==> src/rtl/muldiv_pkg.sv <==
package muldiv_pkg;
  // Strobes from the sequencer to the datapath
  typedef struct packed {
    logic load;   // capture operands, clear P
    logic step;   // perform one iteration
  } mdStrobe_t;
endpackage

==> src/rtl/muldiv_ctrl.sv <==
module muldiv_ctrl
  import muldiv_pkg::*;
#(
  parameter int W = 8
) (
  input  logic      clk,
  input  logic      rstN,
  input  logic      start,
  output mdStrobe_t strobe,
  output logic      busy,
  output logic      done
);
  localparam int CW = $clog2(W) + 1;
  localparam logic [CW-1:0] LAST = CW'(W - 1);

  logic [CW-1:0] stepCnt;
  logic          lastStep;

  assign lastStep     = busy && (stepCnt == LAST);
  assign strobe.load  = start && !busy;
  assign strobe.step  = busy;

  always_ff @(posedge clk) begin
    if (!rstN) begin
      busy    <= 1'b0;
      done    <= 1'b0;
      stepCnt <= '0;
    end else begin
      done <= lastStep;
      if (strobe.load) begin
        busy    <= 1'b1;
        stepCnt <= '0;
      end else if (lastStep) begin
        busy    <= 1'b0;
        stepCnt <= '0;
      end else if (busy) begin
        stepCnt <= stepCnt + 1'b1;
      end
    end
  end
endmodule

==> src/rtl/muldiv_dp.sv <==
module muldiv_dp
  import muldiv_pkg::*;
#(
  parameter int W = 8
) (
  input  logic         clk,
  input  logic         rstN,
  input  mdStrobe_t    strobe,
  input  logic         opDiv,
  input  logic [W-1:0] opA,
  input  logic [W-1:0] opB,
  output logic [W-1:0] resHi,
  output logic [W-1:0] resLo,
  output logic         divZero
);
  localparam int AW = W + 2;   // adder width: sign of trial subtraction visible

  logic [W:0]    pReg;         // one spare bit for the divide path
  logic [W-1:0]  aReg;
  logic [W-1:0]  bReg;
  logic          isDiv;

  logic [W:0]    pShift;
  logic [W-1:0]  aShift;
  logic [AW-1:0] addX, addY, addSum;
  logic          addCin;
  logic          trialNeg;
  logic [W:0]    pNext;
  logic [W-1:0]  aNext;

  // Single shared adder/subtractor
  always_comb begin
    pShift = {pReg[W-1:0], aReg[W-1]};
    aShift = {aReg[W-2:0], 1'b0};
    if (isDiv) begin
      addX   = {1'b0, pShift};
      addY   = ~{2'b00, bReg};
      addCin = 1'b1;
    end else begin
      addX   = {2'b00, pReg[W-1:0]};
      addY   = aReg[0] ? {2'b00, bReg} : '0;
      addCin = 1'b0;
    end
    addSum   = addX + addY + AW'(addCin);
    trialNeg = addSum[AW-1];

    if (isDiv) begin
      pNext = trialNeg ? pShift : addSum[W:0];
      aNext = {aShift[W-1:1], ~trialNeg};
    end else begin
      pNext = {1'b0, addSum[W:1]};
      aNext = {addSum[0], aReg[W-1:1]};
    end
  end

  always_ff @(posedge clk) begin
    if (!rstN) begin
      pReg    <= '0;
      aReg    <= '0;
      bReg    <= '0;
      isDiv   <= 1'b0;
      divZero <= 1'b0;
    end else if (strobe.load) begin
      pReg    <= '0;
      aReg    <= opA;
      bReg    <= opB;
      isDiv   <= opDiv;
      divZero <= opDiv && (opB == '0);
    end else if (strobe.step) begin
      pReg <= pNext;
      aReg <= aNext;
    end
  end

  assign resHi = pReg[W-1:0];
  assign resLo = aReg;
endmodule

==> src/rtl/muldiv_seq.sv <==
module muldiv_seq
  import muldiv_pkg::*;
#(
  parameter int W = 8
) (
  input  logic         clk,
  input  logic         rstN,
  input  logic         start,
  input  logic         opDiv,
  input  logic [W-1:0] opA,
  input  logic [W-1:0] opB,
  output logic         busy,
  output logic         done,
  output logic         divZero,
  output logic [W-1:0] resHi,
  output logic [W-1:0] resLo
);
  mdStrobe_t strobe;

  muldiv_ctrl #(.W(W)) u_ctrl (
    .clk(clk), .rstN(rstN), .start(start),
    .strobe(strobe), .busy(busy), .done(done)
  );

  muldiv_dp #(.W(W)) u_dp (
    .clk(clk), .rstN(rstN), .strobe(strobe),
    .opDiv(opDiv), .opA(opA), .opB(opB),
    .resHi(resHi), .resLo(resLo), .divZero(divZero)
  );
endmodule

==> config.mk <==
export PLATFORM = sky130hd
export DESIGN_NAME = muldiv_seq
export DESIGN_NICKNAME = d
export VERILOG_FILES = /design/src/rtl/muldiv_pkg.sv /design/src/rtl/muldiv_ctrl.sv /design/src/rtl/muldiv_dp.sv /design/src/rtl/muldiv_seq.sv
export SDC_FILE = /design/constraint.sdc
export NUM_CORES = 1
export LEC_CHECK = 0
export BUFFER_PORTS_ARGS = -buffer_cell sky130_fd_sc_hd__buf_2
export CAP_MARGIN = 0
export CORE_MARGIN = 2
export CORE_UTILIZATION = 30
export DETAILED_ROUTE_END_ITERATION = 8
export GPL_TIMING_DRIVEN = 0
export PLACE_DENSITY = 0.58
export SLEW_MARGIN = 5
export SYNTH_ARGS = -nofsm -noshare
export SYNTH_HDL_FRONTEND = slang
export SYNTH_HIERARCHICAL = 1
export SYNTH_SLANG_ARGS = --single-unit
==> constraint.sdc <==
create_clock -name clk -period 3 [get_ports clk]
set_input_delay 0.3 -clock clk [delete_from_list [all_inputs] [get_ports clk]]
set_output_delay 0.3 -clock clk [all_outputs]
set_load 0.005 [all_outputs]
Word-level counts from Yosys, hierarchy flattened

Index checks and enable logic that the tools add are counted.

$add $sub $neg: 3
Eq/ne operators: 1
Multiplexer cells: 11
Bitwise operators: 3
Reduce and logical (&&, ||, !) cells: 9

Operator list:

| cell                                                             | count |
|---|---|
| 8-bit 2-to-1 mux                                                 | 6 |
| 10-bit by 1-bit adder with 10-bit output                         | 1 |
| 9-bit by 10-bit adder with 10-bit output                         | 1 |
| 10-bit 2-to-1 mux                                                | 1 |
| 8-bit NOT with 10-bit output                                     | 1 |
| 9-bit 2-to-1 mux                                                 | 1 |
| 8-bit zero test                                                  | 1 |
| 4-bit by 1-bit adder with 4-bit output (second input constant)   | 1 |
| 4-bit by 3-bit == test with 1-bit output (second input constant) | 1 |
| 2-bit nonzero test                                               | 2 |
| 1-bit logical AND                                                | 3 |
| 1-bit 2-to-1 mux                                                 | 3 |
| 3-bit OR reduction                                               | 1 |
| 1-bit NOT                                                        | 2 |
| 2-bit OR reduction                                               | 1 |
| 1-bit zero test                                                  | 1 |

Register bits after elaboration: 32
Bits of input ports: 20
Output and inout bits: 19

Depth between registers and ports, before layout

Gate-level depths: netlist of run 1.

Word-level depth: 8
Gate-level depth with buffers: 13
Depth with buffers taken out: 11

Modules after synthesis

Netlist of run 1, hierarchy kept.

By module, submodules not included:

| module      | instances | cells each | area an instance (um^2) | seq. area each (um^2) |
|---|---|---|---|---|
| muldiv_dp   | 1         | 223        | 1880.6                  | 520.5 |
| muldiv_ctrl | 1         | 26         | 285.3                   | 120.1 |

Least setup slack after synthesis of run 1

Ideal clock, no wire load.

Kind: reg2reg
From: reg u_dp.isDiv
To: reg u_dp.pReg[5]
Arrival: 2821 ps
Required time: 2914 ps
Setup slack: 94 ps
Cell stages (with the launch flop): 12
Path buffers: 3
Period minus slack after synthesis: 2906 ps
Cell sequence: dfxtp_1 > buf_2 > buf_2 > buf_2 > mux2i_1 > fa_1 > fa_1 > nand2b_1 > a21o_1 > a221oi_1 > nor2_1 > a211oi_1

Cells in the longest elaborated chain, start to end: 5
Elaborated cells on any way between the ends: 7
Classes of those cells: add/sub (2); mux (5)

RTL lines:

| item                                                  | RTL line        | text |
|---|---|---|
| from (decl)                                           | muldiv_dp.sv:21 | `logic isDiv;` |
| from (signal assigned)                                | muldiv_dp.sv:67 | `isDiv <= opDiv;` |
| 9-bit 2-to-1 mux or 10-bit 2-to-1 mux (tied branches) | muldiv_dp.sv:35 | `if (isDiv) begin` |
| 9-bit by 10-bit adder with 10-bit output              | muldiv_dp.sv:44 | `addSum = addX + addY + AW'(addCin);` |
| 10-bit by 1-bit adder with 10-bit output              | muldiv_dp.sv:44 |  |
| 8-bit 2-to-1 mux                                      | muldiv_dp.sv:48 | `pNext = trialNeg ? pShift : addSum[W:0];` |
| 8-bit 2-to-1 mux *                                    | muldiv_dp.sv:47 | `if (isDiv) begin` |
| to (signal assigned)                                  | muldiv_dp.sv:70 | `pReg <= pNext;` |
| to (decl)                                             | muldiv_dp.sv:18 | `logic [W:0] pReg;` |

Mark *: on every way between the ends. The rest lies on a longest branch, timed or not.
A chain may end at the register's enable or synchronous reset.

Final worst setup path of run 1

Ends and elaborated chain as after synthesis.

==> key figures, run 1 <==
Global route
  • Number of global-route vias before repair: 1811
  • Met2 usage: 21.5%
  • Busiest grt layer: met2
  • Global-route wire length before repair: 8830 um
  • Grt met1 use: 20.3%
  • Pin count of the biggest net entering global routing: 14
  • GRT Residual Overflow: 0
  • Total GRT Usage: 14.1%
  • Initial antenna violation count: 0
  • GRT met3 Usage: 3.14%

Yosys
  • YS warnings: 6
  • Post-synth EDFFs: 0
  • Mapped Cells: 249
  • Leading post-synthesis cells by cell area: dfxtp_1, mux2i_1, nor2b_1, ha_1, a21oi_1
  • Synth Area in Simple Gates: 19.6%
  • Fraction of synthesized area in multiplexers: 17.0%
  • Yosys cell types: 47
  • Sequential share of the synthesized area: 29.6%
  • Largest area contributor in the netlist: dfxtp_1
  • Ys async rst share: 0%
  • Post-Syn Nets: 279
  • Compound-cell area share of the yosys netlist: 20.2%
  • Seq cells post-synth: 32
  • Largest family of logic cells by synthesized area: compound AO/OA/AOI/OAI gates
  • Synth top cells by count: dfxtp_1, mux2i_1, nor2_1, nor2b_1, a21oi_1
  • Synth Area in Adders: 6.47%
  • Ys flop type: dfxtp_1
  • Cell Area, Synth: 0.00217 mm^2
  • Avg Synthesized Cell Area: 8.70 um^2
  • XOR/XNOR share of the synthesized area: 2.43%
  • Most common cell in the synthesized netlist: dfxtp_1
  • Share of the synthesized area in the top cell type: 29.6%

Route
  • Total number of vias: 1946
  • Routed WL per cell: 13.7 um
  • Vias/cell: 4.99
  • Drt first pass iters: 4
  • Drc violations: 0
  • Antenna viol nets, final: 0
  • 1st-iter DRT viols: 101
  • Final wirelength: 5330 um

Timing
  • Pins Over Slew Limit: 0
  • Final Hold Fails: 0
  • Final min period: 2830 ps
  • Fmax: 353 MHz
  • RSZ-0062 raised after global routing: no
  • Relative slew slack: 66.6%
  • Crit share post-route: 94.5%
  • Count of final setup violators: 0
  • Clock Skew: 6.80 ps
  • Worst-margin pin slew: 501 ps

Place
  • Gpl congestion: 0.882
  • Post-placement cell area: 0.00248 mm^2
  • HPWL Detailed: 4040 um
  • Port bufs: 38

Critical path
  • Critical Path RT: 3200 ps
  • Worst Path Max Fanout: 10
  • CP Capture Type: register
  • FF-to-FF setup slack: 170 ps
  • R2R cell count: 10
  • CP Launch Point: u_dp/isDiv
  • Critical path class: register to register
  • Worst Path Arrival: 3030 ps
  • Startpoint Class: register
  • R2R Path End: u_dp/pReg[5]
  • Critical Path End: u_dp/pReg[5]
  • RR Startpoint: u_dp/isDiv

Power
  • PD cells: 389 mW/mm^2
  • Internal power: 0.000704 W
  • Logic pwr share: 20.5%
  • Sw Pwr: 0.000305 W
  • Net Sw Frac: 30.2%
  • Clock power frac: 33.2%
  • VDD IR max: 0.241 mV
  • Sequential share of power: 46.3%
  • Lkg Pwr: 1.06 nW

Final layout
  • Fillers: 753
  • Synthesis-to-layout area growth: 19.8%
  • Register Area: 641 um^2
  • Nets: 323
  • Proportion of layout cells with a drive suffix above 1: 24.8%
  • Multi-input gate area: 0.00144 mm^2
  • Cell area after layout: 0.00259 mm^2
  • Post-Route Utilization: 37.6%
  • Antenna Cells: 0

Clocking
  • CTS tree: yes
  • Number of buffers created by CTS: 5
  • H-tree depth: 2
  • CTS Hold Buffers Added: 0
  • Clock latency on the worst-skew pair: 280 ps
  • Clk pin slew, worst setup/hold paths: 70 ps
  • Sink Count: 32
  • Clk root buf: clkbuf_8
  • Postcts setup bufs: 0
  • Clock buffer depth: 2

Floorplanning
  • Core Rows: 30
  • DIE AREA: 0.00791 mm^2
  • Die Ht: 89.0 um
  • Area of the core: 0.00691 mm^2
  • Initial Util: 31.4%
  • IO Count: 39
  • Die span in x: 89.0 um

Min path
  • Hold path cells: 3
  • Hold Path Class: primary input to register
  • Worst Hold Launch: opA[3]

Status
  • Outcome: completed

Flow run
  • Number of max-cap violations: 0
through the flow:
stage               cells  TNS [ps]  hold WS, ps  setup WS, ps  power [W]
global placement      383     -1420          498          -376   0.000675
detailed placement    383     -1640          503          -356   0.000679
CTS                   390         0          266          7.21    0.00103
floorplan             249         0          428          93.8   0.000614
global route          390         0          284          43.1    0.00107
finish                390         0          275           165    0.00101
registers in the layout (all words and copies together) (netlist names):
signal          count
u_ctrl/stepCnt      4
u_dp/divZero        1
u_dp/pReg           8
u_dp/isDiv          1
u_dp/resLo          8
u_dp/bReg           8
u_ctrl/done         1
u_ctrl/busy         1
worst min-delay path by stage:
stage | end | slack (ps)
global placement | u_ctrl/stepCnt[3] | 500
CTS | u_dp/resLo[2] | 270
floorplan | u_dp/bReg[0] | 430
finish | u_dp/resLo[3] | 270
global route | u_ctrl/busy | 280
detailed placement | u_ctrl/stepCnt[3] | 500
worst max-delay path: stages, from the launching register on:
cell,delay [ps]
dfxtp_1,320
buf_6,160
buf_6,170
buf_6,170
mux2_2,340
ha_1,360
o211ai_2,160
a21bo_1,260
a32oi_4,390
a21oi_1,170
a211oi_1,230
placed cells by master, fill, tap and decap left out, drive strengths merged, types with 2 or more instances in the layout:
cell type  count
nor3           5
clkinv         3
nor4           2
nand2          9
nand3          9
o21ai         20
a22oi          6
clkbuf         8
nor2          22
nand3b         2
dfxtp         32
fa             2
xnor2          3
xor2           3
a31oi          2
ha             8
inv            8
a221oi         2
mux2i         29
a21oi         16
a211oi         8
buf           48
mux2           7
nor2b         23
o21a           2
o211ai         2
power by group through the flow:
stage / logic (W) / clock network (W) / registers (W)
6_report: 0.000207 / 0.000334 / 0.000467
3_5_place_dp: 0.000204 / 0 / 0.000476
4_1_cts: 0.000205 / 0.000353 / 0.000467
3_3_place_gp: 0.000199 / 0 / 0.000476
2_1_floorplan: 0.000142 / 0 / 0.000472
5_1_grt: 0.000231 / 0.000370 / 0.000471
per-layer routing:
| layer | up-vias | wire length [um] | part of all wire, % |
|---|---|---|---|
| li1 | 994 | - | - |
| met1 | 900 | 2630 | 49 |
| met2 | 45 | 2370 | 45 |
| met3 | 7 | 288 | 5.4 |
| met4 | 0 | 32 | 0.60 |
| met5 | - | 0 | 0 |
cell families (layout without fill, tap and decap cells):
kind of cell             count (synthesis)  in the layout
AND/OR/NAND/NOR                         77             77
buffers and inverters                   22             67
AO/OA/AOI/OAI                           66             66
flip-flops                              32             32
multiplexers                            36             36
adder cells (fa/ha/maj)                 10             10
XOR/XNOR                                 6              6
layout make-up:
cell class | instances | area share (%)
plain buffers | 13 | 3.38
clock buffers | 5 | 2.65
clock inverters | 3 | 0.724
inverters | 8 | 1.16
multi-input cells | 195 | 55.4
flip-flops and latches | 32 | 24.7
well taps | 96 | 4.63
repair buffers | 38 | 7.33
what timing repair did:
action,in CTS,in global routing
hold endpoints to repair,0,0
resized for setup,5,7
pin swaps,0,1
endpoints found under the setup margin,9,9
gates cloned,0,0
(Power assumes the default switching activity.)
==> inputs of run 2 (changes only) <==
Settings changed: PLACE_DENSITY 0.58 to unset, PLACE_DENSITY_LB_ADDON set to 0.15.
==> run 2 against run 1 <==
Cell count did not move. Sequential power about the same. Core utilization grew 0.31 points. Design area grew 0.82%. Routed wire length rose by 0.84%. Global-route usage rose by 0.53 points. Worst hold slack worse by 11 ps. Critical path depth stayed put. Critical endpoint is now u_dp/pReg[6]. Largest power group unchanged. Highest routed layer unchanged.
==> key figures, run 2 (synthesis results as in run 1) <==
Status
  • Outcome: completed

Power
  • VDD IR max: 0.201 mV (-17%)
  • Lkg Pwr: 1.06 nW (+0.57%)
  • PD cells: 423 mW/mm^2 (+8.8%)

Floorplanning
  • Core Rows: 30 (unchanged)
  • IO Count: 39 (unchanged)
  • Area of the core: 0.00691 mm^2 (unchanged)
  • Die span in x: 89.0 um (unchanged)
  • Die Ht: 89.0 um (unchanged)
  • DIE AREA: 0.00791 mm^2 (unchanged)
  • Initial Util: 31.4% (unchanged)

Timing
  • Relative slew slack: 67.3% (+0.67 points)
  • Fmax: 357 MHz (+1.1%)
  • Pins Over Slew Limit: 0 (unchanged)
  • Post-Route Setup TNS: 0 ps (unchanged)
  • Count of final setup violators: 0 (unchanged)
  • Final Hold Fails: 0 (unchanged)
  • Clock Skew: 10.9 ps (+4.05 ps)
  • Final min period: 2800 ps (-30.2 ps)
  • Worst hold slack: 264 ps (-10.8 ps)
  • Crit share post-route: 93.5% (-1.0 points)
  • RSZ-0062 raised after global routing: no
  • Worst-margin pin slew: 488 ps (-13.0 ps)

Critical path
  • Startpoint Class: register
  • Critical path class: register to register
  • CP Capture Type: register
  • Critical Path End: u_dp/pReg[6]
  • R2R Path End: u_dp/pReg[6]
  • RR Startpoint: u_dp/isDiv
  • Critical Path RT: 3170 ps (-30 ps)
  • Worst Path Arrival: 2980 ps (-50 ps)
  • CP Launch Point: u_dp/isDiv
  • Worst Path Max Fanout: 10 (unchanged)
  • FF-to-FF setup slack: 200 ps (+30 ps)
  • R2R cell count: 10 (unchanged)

Min path
  • Hold Path Class: primary input to register

Global route
  • Pin count of the biggest net entering global routing: 14 (unchanged)
  • Initial antenna violation count: 0 (unchanged)
  • Global-route wire length before repair: 8950 um (+1.4%)
  • GRT Residual Overflow: 0 (unchanged)
  • Total GRT Usage: 14.6% (+0.53 points)
  • Number of global-route vias before repair: 1823 (+0.66%)

Place
  • Port bufs: 38 (unchanged)
  • Gpl congestion: 0.850 (-3.7%)
  • Post-placement cell area: 0.00248 mm^2 (unchanged)
  • HPWL Detailed: 4030 um (-0.29%)

Clocking
  • Clock latency on the worst-skew pair: 290 ps (about the same)
  • CTS Hold Buffers Added: 0 (unchanged)
  • Sink Count: 32 (unchanged)
  • Clk pin slew, worst setup/hold paths: 80 ps (about the same)
  • Clock buffer depth: 2 (unchanged)
  • CTS tree: yes
  • Postcts setup bufs: 0 (unchanged)
  • H-tree depth: 2 (unchanged)
  • Clk root buf: clkbuf_8
  • Number of buffers created by CTS: 5 (unchanged)

Final layout
  • Proportion of layout cells with a drive suffix above 1: 24.5% (-0.34 points)
  • Synthesis-to-layout area growth: 20.7%
  • Fillers: 753 (unchanged)
  • Nets: 323 (unchanged)
  • Post-Route Utilization: 37.9% (+0.31 points)
  • Leading cell types in the layout, fill and taps excluded: buf_2, dfxtp_1, mux2i_1, nor2_1, nor2b_1
  • Cell area after layout: 0.00262 mm^2 (+0.82%)
  • Antenna Cells: 0 (unchanged)
  • Most common cell after layout, fill and taps aside: buf_2

Flow run
  • Number of max-cap violations: 0 (unchanged)

Route
  • Met3 Wirelength: 219 um (-24%)
  • Routed WL per cell: 13.8 um (+0.84%)
  • Drt first pass iters: 4 (unchanged)
  • Antenna viol nets, final: 0 (unchanged)
  • Final wirelength: 5370 um (+0.84%)
  • 1st-iter DRT viols: 107 (+5.9%)
  • Wl on met1: 2680 um (+1.6%)
  • Total number of vias: 1895 (-2.6%)
  • Drc violations: 0 (unchanged)
  • DR top layer: met4
  • Vias/cell: 4.86 (-2.6%)
  • Met2 routed WL: 2420 um (+1.9%)
[run 2: cell count changes in the layout (fill, tap and decap cells not counted), sizes merged]
| cell | change |
|---|---|
| bufinv | +1 |
| clkinv | -2 |
| clkinvlp | +1 |
[run 2: worst min-delay path by stage]
stage / slack, ps / endpoint / from / depth (start not counted)
4_1_cts: 260 / u_dp/resLo[6] / opA[6] / 3
6_report: 260 / u_dp/resLo[6] / opA[6] / 3
2_1_floorplan: 430 / u_dp/bReg[0] / rstN / 1
3_5_place_dp: 500 / u_ctrl/stepCnt[3] / u_ctrl/stepCnt[3] / 2
5_1_grt: 280 / u_dp/resLo[5] / opA[5] / 3
3_3_place_gp: 500 / u_dp/divZero / u_dp/divZero / 2
[run 2: report_power, final]
group	total, W	switching (W)	leakage [nW]	internal, W
Combinational	0.000207	0.000111	0.748	0.0000962
Sequential	0.000468	0.0000218	0.262	0.000446
Clock	0.000432	0.000186	0.0541	0.000246
[run 2: layout make-up]
| type | instances | area, um^2 | area share, % |
|---|---|---|---|
| Clock inverter | 3 | 42.5 | 1.63 |
| Multi-Input combinational cell | 195 | 1440 | 54.9 |
| Inverter | 8 | 30.0 | 1.15 |
| Tap cell | 96 | 120 | 4.59 |
| Timing Repair Buffer | 38 | 190 | 7.27 |
| Buffer | 13 | 87.6 | 3.35 |
| Sequential cell | 32 | 641 | 24.5 |
| Clock buffer | 5 | 68.8 | 2.63 |
[run 2: critical path: stages, from the launching register on]
cell	delay (ps)
dfxtp_1	320
buf_6	160
buf_6	170
buf_6	160
mux2_2	340
ha_1	360
o211ai_2	160
a21bo_1	260
a32oi_4	400
mux2i_1	270
a21oi_1	90
[run 2: metrics by stage]
step,worst slack (ps),instances,power [W]
6_report,195,390,0.00111
5_1_grt,27.1,390,0.00116
4_1_cts,23.6,391,0.00111
3_5_place_dp,-334,383,0.000679
3_3_place_gp,-400,383,0.000679
2_1_floorplan,93.8,249,0.000614
[run 2: repair_timing]
| action | CTS | global route |
|---|---|---|
| setup endpoints to repair | 9 | 9 |
| resized for setup | 5 | 6 |
| pin swaps | 0 | 2 |
[run 2: routing by layer]
layer,vias up,GRT usage (%)
li1,991,-
met1,862,20.8
met2,37,22.3
met3,5,2.95
met4,0,4.88
met5,-,0
